$ cat src/rtl/pmem_pkg.sv
package pmem_pkg;

  // Outcome of decoding one codeword
  typedef enum logic [1:0] {
    ERR_NONE   = 2'd0,
    ERR_SINGLE = 2'd1,
    ERR_MULTI  = 2'd2
  } err_class_e;

  // Number of Hamming check bits needed to cover dw data bits
  function automatic int hamming_bits(input int dw);
    int p;
    p = 1;
    while ((1 << p) < dw + p + 1) p++;
    return p;
  endfunction

  // Codeword position (1-based) of data bit idx: skips powers of two
  function automatic int data_pos(input int idx);
    int pos;
    int seen;
    pos  = 0;
    seen = -1;
    while (seen < idx) begin
      pos++;
      if ((pos & (pos - 1)) != 0) seen++;
    end
    return pos;
  endfunction

endpackage

$ cat src/rtl/pmem_secded_classify.sv
module pmem_secded_classify #(
  parameter int DATA_W = 32,
  parameter int SYN_W  = pmem_pkg::hamming_bits(DATA_W)
) (
  input  logic [DATA_W-1:0]        data_i,
  input  logic [SYN_W:0]           ecc_i,
  output logic [SYN_W-1:0]         syn_o,
  output pmem_pkg::err_class_e     cls_o
);
  import pmem_pkg::*;

  localparam int CW_N = DATA_W + SYN_W;

  logic [SYN_W-1:0] contrib [DATA_W];
  logic             overall;

  // Each set data bit contributes its codeword position to the syndrome
  for (genvar g = 0; g < DATA_W; g++) begin : g_contrib
    localparam int POS = data_pos(g);
    assign contrib[g] = data_i[g] ? SYN_W'(POS) : '0;
  end

  always_comb begin
    syn_o = ecc_i[SYN_W-1:0];
    for (int i = 0; i < DATA_W; i++) syn_o = syn_o ^ contrib[i];
  end

  assign overall = ^{data_i, ecc_i};

  always_comb begin
    if (!overall) cls_o = (syn_o == '0) ? ERR_NONE : ERR_MULTI;
    else          cls_o = (int'(syn_o) <= CW_N) ? ERR_SINGLE : ERR_MULTI;
  end

endmodule

$ cat src/rtl/pmem_secded_fix.sv
module pmem_secded_fix #(
  parameter int DATA_W = 32,
  parameter int SYN_W  = pmem_pkg::hamming_bits(DATA_W)
) (
  input  logic [DATA_W-1:0]     data_i,
  input  logic [SYN_W-1:0]      syn_i,
  input  pmem_pkg::err_class_e  cls_i,
  output logic [DATA_W-1:0]     data_o
);
  import pmem_pkg::*;

  logic single_hit;
  assign single_hit = (cls_i == ERR_SINGLE);

  // Flip the one data bit the syndrome points at
  for (genvar g = 0; g < DATA_W; g++) begin : g_fix
    localparam int POS = data_pos(g);
    assign data_o[g] = data_i[g] ^ (single_hit && (syn_i == SYN_W'(POS)));
  end

endmodule

$ cat src/rtl/pmem_store.sv
module pmem_store #(
  parameter int DATA_W = 32,
  parameter int ECC_W  = 7,
  parameter int DEPTH  = 16,
  parameter int ADDR_W = $clog2(DEPTH)
) (
  input  logic              clk,
  input  logic              rst_n,
  input  logic              wr_en,
  input  logic [ADDR_W-1:0] wr_addr,
  input  logic [DATA_W-1:0] wr_data,
  input  logic [ECC_W-1:0]  wr_ecc,
  input  logic              wr_mark,
  input  logic [ADDR_W-1:0] rd_addr,
  output logic [DATA_W-1:0] rd_data,
  output logic [ECC_W-1:0]  rd_ecc,
  output logic              rd_mark,
  output logic [DEPTH-1:0]  mark_vec
);

  logic [DATA_W-1:0] mem_d [DEPTH];
  logic [ECC_W-1:0]  mem_e [DEPTH];

  always_ff @(posedge clk or negedge rst_n) begin
    if (!rst_n) begin
      for (int i = 0; i < DEPTH; i++) begin
        mem_d[i] <= '0;
        mem_e[i] <= '0;
      end
      mark_vec <= '0;
    end else if (wr_en) begin
      mem_d[wr_addr]    <= wr_data;
      mem_e[wr_addr]    <= wr_ecc;
      mark_vec[wr_addr] <= wr_mark;
    end
  end

  // Combinational read: old contents are seen during a colliding write
  assign rd_data = mem_d[rd_addr];
  assign rd_ecc  = mem_e[rd_addr];
  assign rd_mark = mark_vec[rd_addr];

endmodule

$ cat src/rtl/pmem_ecc_poison.sv
module pmem_ecc_poison #(
  parameter  int DATA_W = 32,
  parameter  int DEPTH  = 16,
  localparam int SYN_W  = pmem_pkg::hamming_bits(DATA_W),
  localparam int ECC_W  = SYN_W + 1,
  localparam int ADDR_W = $clog2(DEPTH)
) (
  input  logic              clk,
  input  logic              rst_n,
  input  logic              wr_en,
  input  logic [ADDR_W-1:0] wr_addr,
  input  logic [DATA_W-1:0] wr_data,
  input  logic [ECC_W-1:0]  wr_ecc,
  input  logic              wr_poison,
  input  logic              rd_en,
  input  logic [ADDR_W-1:0] rd_addr,
  output logic              rd_valid,
  output logic [DATA_W-1:0] rd_data,
  output logic              rd_poison,
  output logic              rd_fault,
  output logic              rd_corrected
);
  import pmem_pkg::*;

  // ---------------- write side: classify incoming codeword
  logic [SYN_W-1:0] wr_syn;
  err_class_e       wr_cls;
  logic             wr_mark;

  pmem_secded_classify #(.DATA_W(DATA_W), .SYN_W(SYN_W)) u_wr_cls (
    .data_i (wr_data),
    .ecc_i  (wr_ecc),
    .syn_o  (wr_syn),
    .cls_o  (wr_cls)
  );

  // Uncorrectable on write-back is deferred as poison, never a fault here
  assign wr_mark = wr_poison || (wr_cls == ERR_MULTI);

  // ---------------- storage
  logic [DATA_W-1:0] st_data;
  logic [ECC_W-1:0]  st_ecc;
  logic              st_mark;
  logic [DEPTH-1:0]  mark_vec;

  pmem_store #(.DATA_W(DATA_W), .ECC_W(ECC_W), .DEPTH(DEPTH), .ADDR_W(ADDR_W)) u_store (
    .clk      (clk),
    .rst_n    (rst_n),
    .wr_en    (wr_en),
    .wr_addr  (wr_addr),
    .wr_data  (wr_data),
    .wr_ecc   (wr_ecc),
    .wr_mark  (wr_mark),
    .rd_addr  (rd_addr),
    .rd_data  (st_data),
    .rd_ecc   (st_ecc),
    .rd_mark  (st_mark),
    .mark_vec (mark_vec)
  );

  // ---------------- read side: decode, repair, register
  logic [SYN_W-1:0]  rd_syn;
  err_class_e        rd_cls;
  logic [DATA_W-1:0] rd_fixed;
  logic              rd_bad;
  logic              rd_repair;

  pmem_secded_classify #(.DATA_W(DATA_W), .SYN_W(SYN_W)) u_rd_cls (
    .data_i (st_data),
    .ecc_i  (st_ecc),
    .syn_o  (rd_syn),
    .cls_o  (rd_cls)
  );

  pmem_secded_fix #(.DATA_W(DATA_W), .SYN_W(SYN_W)) u_rd_fix (
    .data_i (st_data),
    .syn_i  (rd_syn),
    .cls_i  (rd_cls),
    .data_o (rd_fixed)
  );

  assign rd_bad    = st_mark || (rd_cls == ERR_MULTI);
  assign rd_repair = (rd_cls == ERR_SINGLE) && !rd_bad;

  always_ff @(posedge clk or negedge rst_n) begin
    if (!rst_n) begin
      rd_valid     <= 1'b0;
      rd_data      <= '0;
      rd_poison    <= 1'b0;
      rd_fault     <= 1'b0;
      rd_corrected <= 1'b0;
    end else begin
      rd_valid     <= rd_en;
      rd_data      <= rd_en ? rd_fixed : '0;
      rd_poison    <= rd_en && rd_bad;
      rd_fault     <= rd_en && rd_bad;
      rd_corrected <= rd_en && rd_repair;
    end
  end

  // ---------------- assertions
  p_resp_follows_read_r2: assert property (@(posedge clk) disable iff (!rst_n)
    rd_en |=> rd_valid);

  p_no_resp_when_idle_r2: assert property (@(posedge clk) disable iff (!rst_n)
    !rd_en |=> !rd_valid);

  p_fault_in_resp_only_r8: assert property (@(posedge clk) disable iff (!rst_n)
    rd_fault |-> rd_valid);

  p_write_raises_no_fault_r4: assert property (@(posedge clk) disable iff (!rst_n)
    (wr_en && !rd_en) |=> !rd_fault);

  p_multi_poisons_r4: assert property (@(posedge clk) disable iff (!rst_n)
    (wr_en && wr_cls == ERR_MULTI) |=> mark_vec[$past(wr_addr)]);

  p_sideband_poisons_r5: assert property (@(posedge clk) disable iff (!rst_n)
    (wr_en && wr_poison) |=> mark_vec[$past(wr_addr)]);

  p_clean_write_clears_r7: assert property (@(posedge clk) disable iff (!rst_n)
    (wr_en && !wr_poison && wr_cls == ERR_NONE) |=> !mark_vec[$past(wr_addr)]);

  p_clean_has_zero_syn_r3: assert property (@(posedge clk) disable iff (!rst_n)
    (wr_en && wr_cls == ERR_NONE) |-> (wr_syn == '0));

  p_repair_excludes_poison_r10: assert property (@(posedge clk) disable iff (!rst_n)
    rd_corrected |-> !rd_poison);

  p_fault_is_one_pulse_r6: assert property (@(posedge clk) disable iff (!rst_n)
    (rd_fault && !rd_en) |=> !rd_fault);

endmodule

$ cat config.mk
export PLATFORM = sky130hd
export DESIGN_NAME = pmem_ecc_poison
export DESIGN_NICKNAME = d
export VERILOG_FILES = /design/src/rtl/pmem_pkg.sv /design/src/rtl/pmem_secded_classify.sv /design/src/rtl/pmem_secded_fix.sv /design/src/rtl/pmem_store.sv /design/src/rtl/pmem_ecc_poison.sv
export SDC_FILE = /design/constraint.sdc
export NUM_CORES = 1
export LEC_CHECK = 0
export CAP_MARGIN = 20
export CORE_UTILIZATION = 40
export CTS_CLUSTER_SIZE = 25
export DETAILED_ROUTE_END_ITERATION = 8
export PLACE_DENSITY = 0.55
export SLEW_MARGIN = 20
export SYNTH_ARGS = -nofsm -noshare
export SYNTH_HDL_FRONTEND = slang
export SYNTH_SLANG_ARGS = --single-unit
$ cat constraint.sdc
create_clock -name clk -period 7.45 [get_ports clk]
set_input_delay 1.8625 -clock clk [delete_from_list [all_inputs] [get_ports clk]]
set_output_delay 1.8625 -clock clk [all_outputs]
set_load 0.02 [all_outputs]
## Word level (Yosys, flattened, before mapping)

Index checks and enable logic that the tools add are counted.

- Output and inout bits: 36
- Register bits: 675
- Word-level logic and storage cells: 310
- Input bits: 52

- Equality and inequality tests: 35
- Bitwise logic cells: 98
- Magnitude comparators: 8
- Reduce and logical (&&, ||, !) cells: 44
- Mux-type cells: 88

Operators with widths:

| kind | number |
|---|---|
| $bwmux 512 | 1 |
| $xor 6x6->6 | 64 |
| $mux 5 | 30 |
| $bmux 32 s4 | 1 |
| $demux 32 s4 | 1 |
| $mux 32 | 4 |
| $bwmux 112 | 1 |
| $eq 6x5->1 const B | 15 |
| $reduce_xor 39->1 | 2 |
| $mux 6 | 12 |
| $mux 4 | 14 |
| $eq 6x4->1 const B | 7 |
| $logic_and 1x1->1 | 37 |
| $eq 6x6->1 const B | 6 |
| $xor 1x1->1 | 32 |
| $bmux 7 s4 | 1 |
| $demux 7 s4 | 1 |
| $mux 7 | 3 |
| $eq 6x3->1 const B | 3 |
| $mux 3 | 6 |
| $bwmux 16 | 1 |
| $mux 2 | 8 |
| $le 6x6->1 const B | 2 |
| $logic_not 6->1 | 2 |
| other kinds (13) | 19 |

## Longest topological paths before layout

- Depth after elaboration: 45
- Gate-level depth with buffers: 17
- Mapped depth without buffers: 10

## Cells and area by module

Synthesis repeated with hierarchy kept, for this count alone.

- Cell total of the unflattened synthesis: 2,059
- Area total of the unflattened synthesis: 32,250.9 um^2

Modules (own cells, without submodules):

| module | area each (um^2) | instances | cells an instance |
|---|---|---|---|
| pmem_store | 29,055.4 | 1 | 1,751 |
| pmem_secded_classify | 737.0 | 2 | 74 |
| pmem_ecc_poison | 1,133.6 | 1 | 76 |
| pmem_secded_fix | 588.1 | 1 | 84 |

## Least setup slack after synthesis

No wires, ideal clock.

- Path kind: input -> register
- Start: input port rd_addr[1]
- End: register rd_poison
- Arrival: 5.458 ns
- Stages on the path: 13
- Slack: 1.872 ns
- Required time: 7.330 ns
- Path through: buf_4 > buf_2 > buf_2 > buf_2 > mux4_2 > mux4_2 > xnor2_2 > xnor2_1 > xnor2_4 > xor2_1 > nand2_1 > or4_1 > and3_1

- Longest elaborated chain between the ends: 43
- Elaborated cells on any way between the ends: 82
- Those cells by class: order compare: 1; eq/ne: 1; mux: 43; bitwise: 33; reduce/logical: 4

Ends and longest elaborated chain:

| what | RTL line | RTL |
|---|---|---|
| start: declaration | pmem_ecc_poison.sv:16 | `input logic [ADDR_W-1:0] rd_addr,` |
| $not 4->5 (not written as such) | pmem_store.sv:39, pmem_store.sv:40 |  |
| $bmux 32 s4 | pmem_store.sv:39 | `assign rd_data = mem_d[rd_addr];` |
| $mux 32 (not written as such) (2 in a row) | pmem_store.sv:39 |  |
| $mux 2 | pmem_secded_classify.sv:20 | `assign contrib[g] = data_i[g] ? SYN_W'(POS) : '0;` |
| $xor 6x6->6 (32 in a row) | pmem_secded_classify.sv:25 | `for (int i = 0; i < DATA_W; i++) syn_o = syn_o ^ contrib[i];` |
| $le 6x6->1 / $logic_not 6->1 (equally long branches) | pmem_secded_classify.sv:32, pmem_secded_classify.sv:31 |  |
| $mux 2 (on tied branches) | pmem_secded_classify.sv:32, pmem_secded_classify.sv:31 |  |
| $mux 2 | pmem_secded_classify.sv:31 | `if (!overall) cls_o = (syn_o == '0) ? ERR_NONE : ERR_MULTI;` |
| $eq 2x2->1 | pmem_ecc_poison.sv:82 | `assign rd_bad = st_mark \|\| (rd_cls == ERR_MULTI);` |
| $logic_or 1x1->1 * | pmem_ecc_poison.sv:82 |  |
| $logic_and 1x1->1 * | pmem_ecc_poison.sv:95 | `rd_poison <= rd_en && rd_bad;` |
| end signal: assignment | pmem_ecc_poison.sv:95 |  |
| end: declaration | pmem_ecc_poison.sv:19 | `output logic rd_poison,` |

Mark *: on every way between the ends. The rest lies on a longest branch, timed or not. The select of a mux whose other input is x is not followed.
A chain may end at the register's enable or synchronous reset.

## Worst setup path after layout

- Start: input port rd_addr[0]
- End: register rd_data[14]

- Longest elaborated chain between the ends: 44
- Elaborated cells on any way between the ends: 82
- Those cells by class: order compare: 1; eq/ne: 2; mux: 42; bitwise: 34; reduce/logical: 3

Ends and longest elaborated chain:

| what | RTL line | RTL |
|---|---|---|
| $not 4->5 (not written as such) * | pmem_store.sv:39, pmem_store.sv:40 |  |
| $bmux 32 s4 | pmem_store.sv:39 |  |
| $mux 32 (not written as such) (2 in a row) | pmem_store.sv:39 |  |
| $mux 2 | pmem_secded_classify.sv:20 |  |
| $xor 6x6->6 (32 in a row) | pmem_secded_classify.sv:25 |  |
| $le 6x6->1 / $logic_not 6->1 (equally long branches) | pmem_secded_classify.sv:32, pmem_secded_classify.sv:31 |  |
| $mux 2 (on tied branches) | pmem_secded_classify.sv:32, pmem_secded_classify.sv:31 |  |
| $mux 2 | pmem_secded_classify.sv:31 |  |
| $eq 2x1->1 | pmem_secded_fix.sv:13 | `assign single_hit = (cls_i == ERR_SINGLE);` |
| $logic_and 1x1->1 | pmem_secded_fix.sv:18 | `assign data_o[g] = data_i[g] ^ (single_hit && (syn_i == SYN_W'(POS)));` |
| $xor 1x1->1 * | pmem_secded_fix.sv:18 |  |
| $mux 32 * | pmem_ecc_poison.sv:94 | `rd_data <= rd_en ? rd_fixed : '0;` |
| end signal: assignment | pmem_ecc_poison.sv:94 |  |
| end: declaration | pmem_ecc_poison.sv:18 | `output logic [DATA_W-1:0] rd_data,` |

Marks and branches as above.

==> metrics.cfg <==
[floorplan]
die_height_um = 285
initial_core_util_pct = 40.6
rows = 103
die_w_um = 285
io_pins = 88
core_area_mm2 = 0.0791
dieArea_mm2 = 0.0814

[timing]
worstMarginPinSlew_ns = 1.11
final.setup.tns_ns = 0
fmax_mhz = 163
hold_viol = 0
holdWs_ns = 0.500
relSlewSlack_pct = 26.1
finalCriticalPeriod_ns = 6.12
slew_viol_final = 0
period_share_pct = 82.2
rsz0062_at_grt = no
fin_skew_ns = 0.0283
setup_viol = 0

[critical_path]
path_buf_inv = 2
critPathLaunch = rd_addr[0]
critPathMaxFanout = 48
worstRegToRegCells = 10
rr_startpoint = u_store.mem_d[319]
critPathRequiredTime_ns = 7.90
cp_cell_sequence = clkbuf_8, buf_4, mux4_2, a22o_1, a221oi_1, xor2_1, xnor3_1, xnor3_1, xor3_2, nand2_2, or3_1, a21oi_1
worstSetupPathType = in2reg
cpMostUsedCell = xnor3_1
worstPathArrival_ns = 6.57
path_depth = 12
crit_path_start_kind = primary input
cp_slowest_cell = mux4_2
crit_family = XOR/XNOR gates
cp-end-kind = flip-flop
slowest_delay_ns = 0.55

[synth]
synthesis.nets = 2148
synth_compound_area_share_pct = 2.59
ys_ff_latch = 675
synth_fa_ha_area_share_pct = 0
syn_area_mm2 = 0.0321
synth_simple_gate_area_share_pct = 2.23
synthArstFlopShare_pct = 100
yosys.area_share.xor_xnor_pct = 4.80
synth_top_family_by_area = multiplexers
seq_area_frac_synth_pct = 52.6
yosysUniqueCellTypes = 56
yosysWarnings = 0
synth_edf_count = 0
ys_top_cells_by_area = dfrtp_1 (53%), mux2_2 (22%), mux4_2 (12%)
syn_inst = 2096
syn_area_per_cell_um2 = 15.3
yosysTopAreaCellShare_pct = 52.6
synth.area.mux_share_pct = 34.9
synth.largest_area_cell = dfrtp_1
synth-main-ff-cell = dfrtp_1

[cells_and_area]
nets = 2174
area_growth_pct = 14.2
final_cell_mix = dfrtp_1 (675), mux2_2 (641), mux4_2 (170), xnor2_1 (90), clkdlybuf4s50_1 (82)
post_route_cells_drive_above_1_share_pct = 47.4
final_common_cell = dfrtp_1
antenna_cells = 0

[route]
drt-initial-drc-count = 1184
dr_wl_met3_mm = 4.04
first_pass_iters = 5
top_layer_used = met5
ant_nets = 0
post-route-drc-count = 0
met1_length_mm = 42.9
wl_per_cell_um = 28.5
vias_per_cell = 5.75
num_vias = 18600
wl_met2_mm = 43.3
wl_mm = 92.1

[cts]
post_cts.repair.setup_buffers = 0
clk_path_buf_depth = 3
postCtsResizedCells = 0
h-tree-depth = 3
cts_root_buf = clkbuf_16
cts-hold-fix-buffers = 0
clock_latency_ns = 0.63
numCtsBuffers = 77
cts_tree = built
cts_sinks = 675
cts.clk_slew.worst_paths_ns = 0.06

[placed_design]
port_buffers = 87
dpl.hpwl_mm = 55.5
place_congestion = 0.881

[hold_path]
hold_start = u_store.mem_e[37]
hp-class = reg2reg
worst_hold_path.num_cells = 1

[global_route]
antenna_found_initial = 4
grt_max_degree = 181
grt_pass1_wl_mm = 139
overflow = 0
grt_pass1_vias = 20200
grt_use_total_pct = 23.3

[outcome]
status = finished clean

[power]
ir_drop_v = 0.000755
p_per_area_mw_per_mm2 = 385
power.leakage_uw = 0.0153

[flow_run]
maxCapViolations = 0

-- report_power, final --
part	switching, uW	internal, uW
registers	469	4560
clock network	1540	2410
logic	2860	2270
total	4870	9240
-- cell families after synthesis --
kind of cell | after synthesis
flops | 675
buf+inv | 198
simple gates | 127
mux | 826
compound gates | 126
xor+xnor | 144
-- synth_stat cells (all sizes together) (5+ instances only) --
cell and n:
nand4 9, mux2 641, a21oi 33, buf 74, nand3b 5, nor2 18, mux4 170, dfrtp 675
xnor3 13, a22oi 42, or3 24, o21ai 26, clkbuf 120, nor2b 8, xor2 33, o31ai 10
xnor2 96, nand2b 7, nand2 35, mux2i 15
-- area by class of cell --
| cell class | instances | area [um2] |
|---|---|---|
| Clock buffer | 115 | 2330 |
| Inverter | 4 | 15.0 |
| Multi-Input combinational cell | 1223 | 14400 |
| Tap cell | 1050 | 1310 |
| Fill cell | 6943 | 42500 |
| Timing Repair Buffer | 141 | 1370 |
| Clock inverter | 24 | 330 |
| Sequential cell | 675 | 16900 |
-- sequential cells by signal, indices dropped and copies added, names as in the netlist --
signal and flops:
u_store.mem_d 512, u_store.mem_e 112, u_store.mark_vec 16, rd_corrected 1, rd_poison 1, rd_data 32, rd_valid 1
-- through the flow --
stage	area [um2]	cells	total power, uW	util (%)	setup slack (ns)
6_report	36700	3232	14100	46.3	1.33
3_5_place_dp	34000	3093	10200	43.0	0.717
3_3_place_gp	34000	3093	10000	42.9	0.739
4_1_cts	36700	3232	14200	46.3	1.34
5_1_grt	36700	3232	14800	46.3	1.15
2_1_floorplan	32100	2096	8810	-	1.87
-- path summary, 6_finish.rpt --
path                                 endpoint  slack [ns]
min reg2reg                 u_store.mem_e[37]        0.50
min in group asynchronous  u_store.mem_e[109]        1.33
min                         u_store.mem_e[37]        0.50
max in group asynchronous  u_store.mem_d[425]        4.46
max                               rd_data[14]        1.33
max reg2reg                       rd_data[14]        3.02
-- metal layers --
layer | vias to the layer above | global-route usage, %
met5 | - | 0
met4 | 4 | 5.19
met3 | 124 | 3.72
met2 | 403 | 36.6
met1 | 10300 | 33.9
li1 | 7780 | -
(Power assumes the default switching activity.)
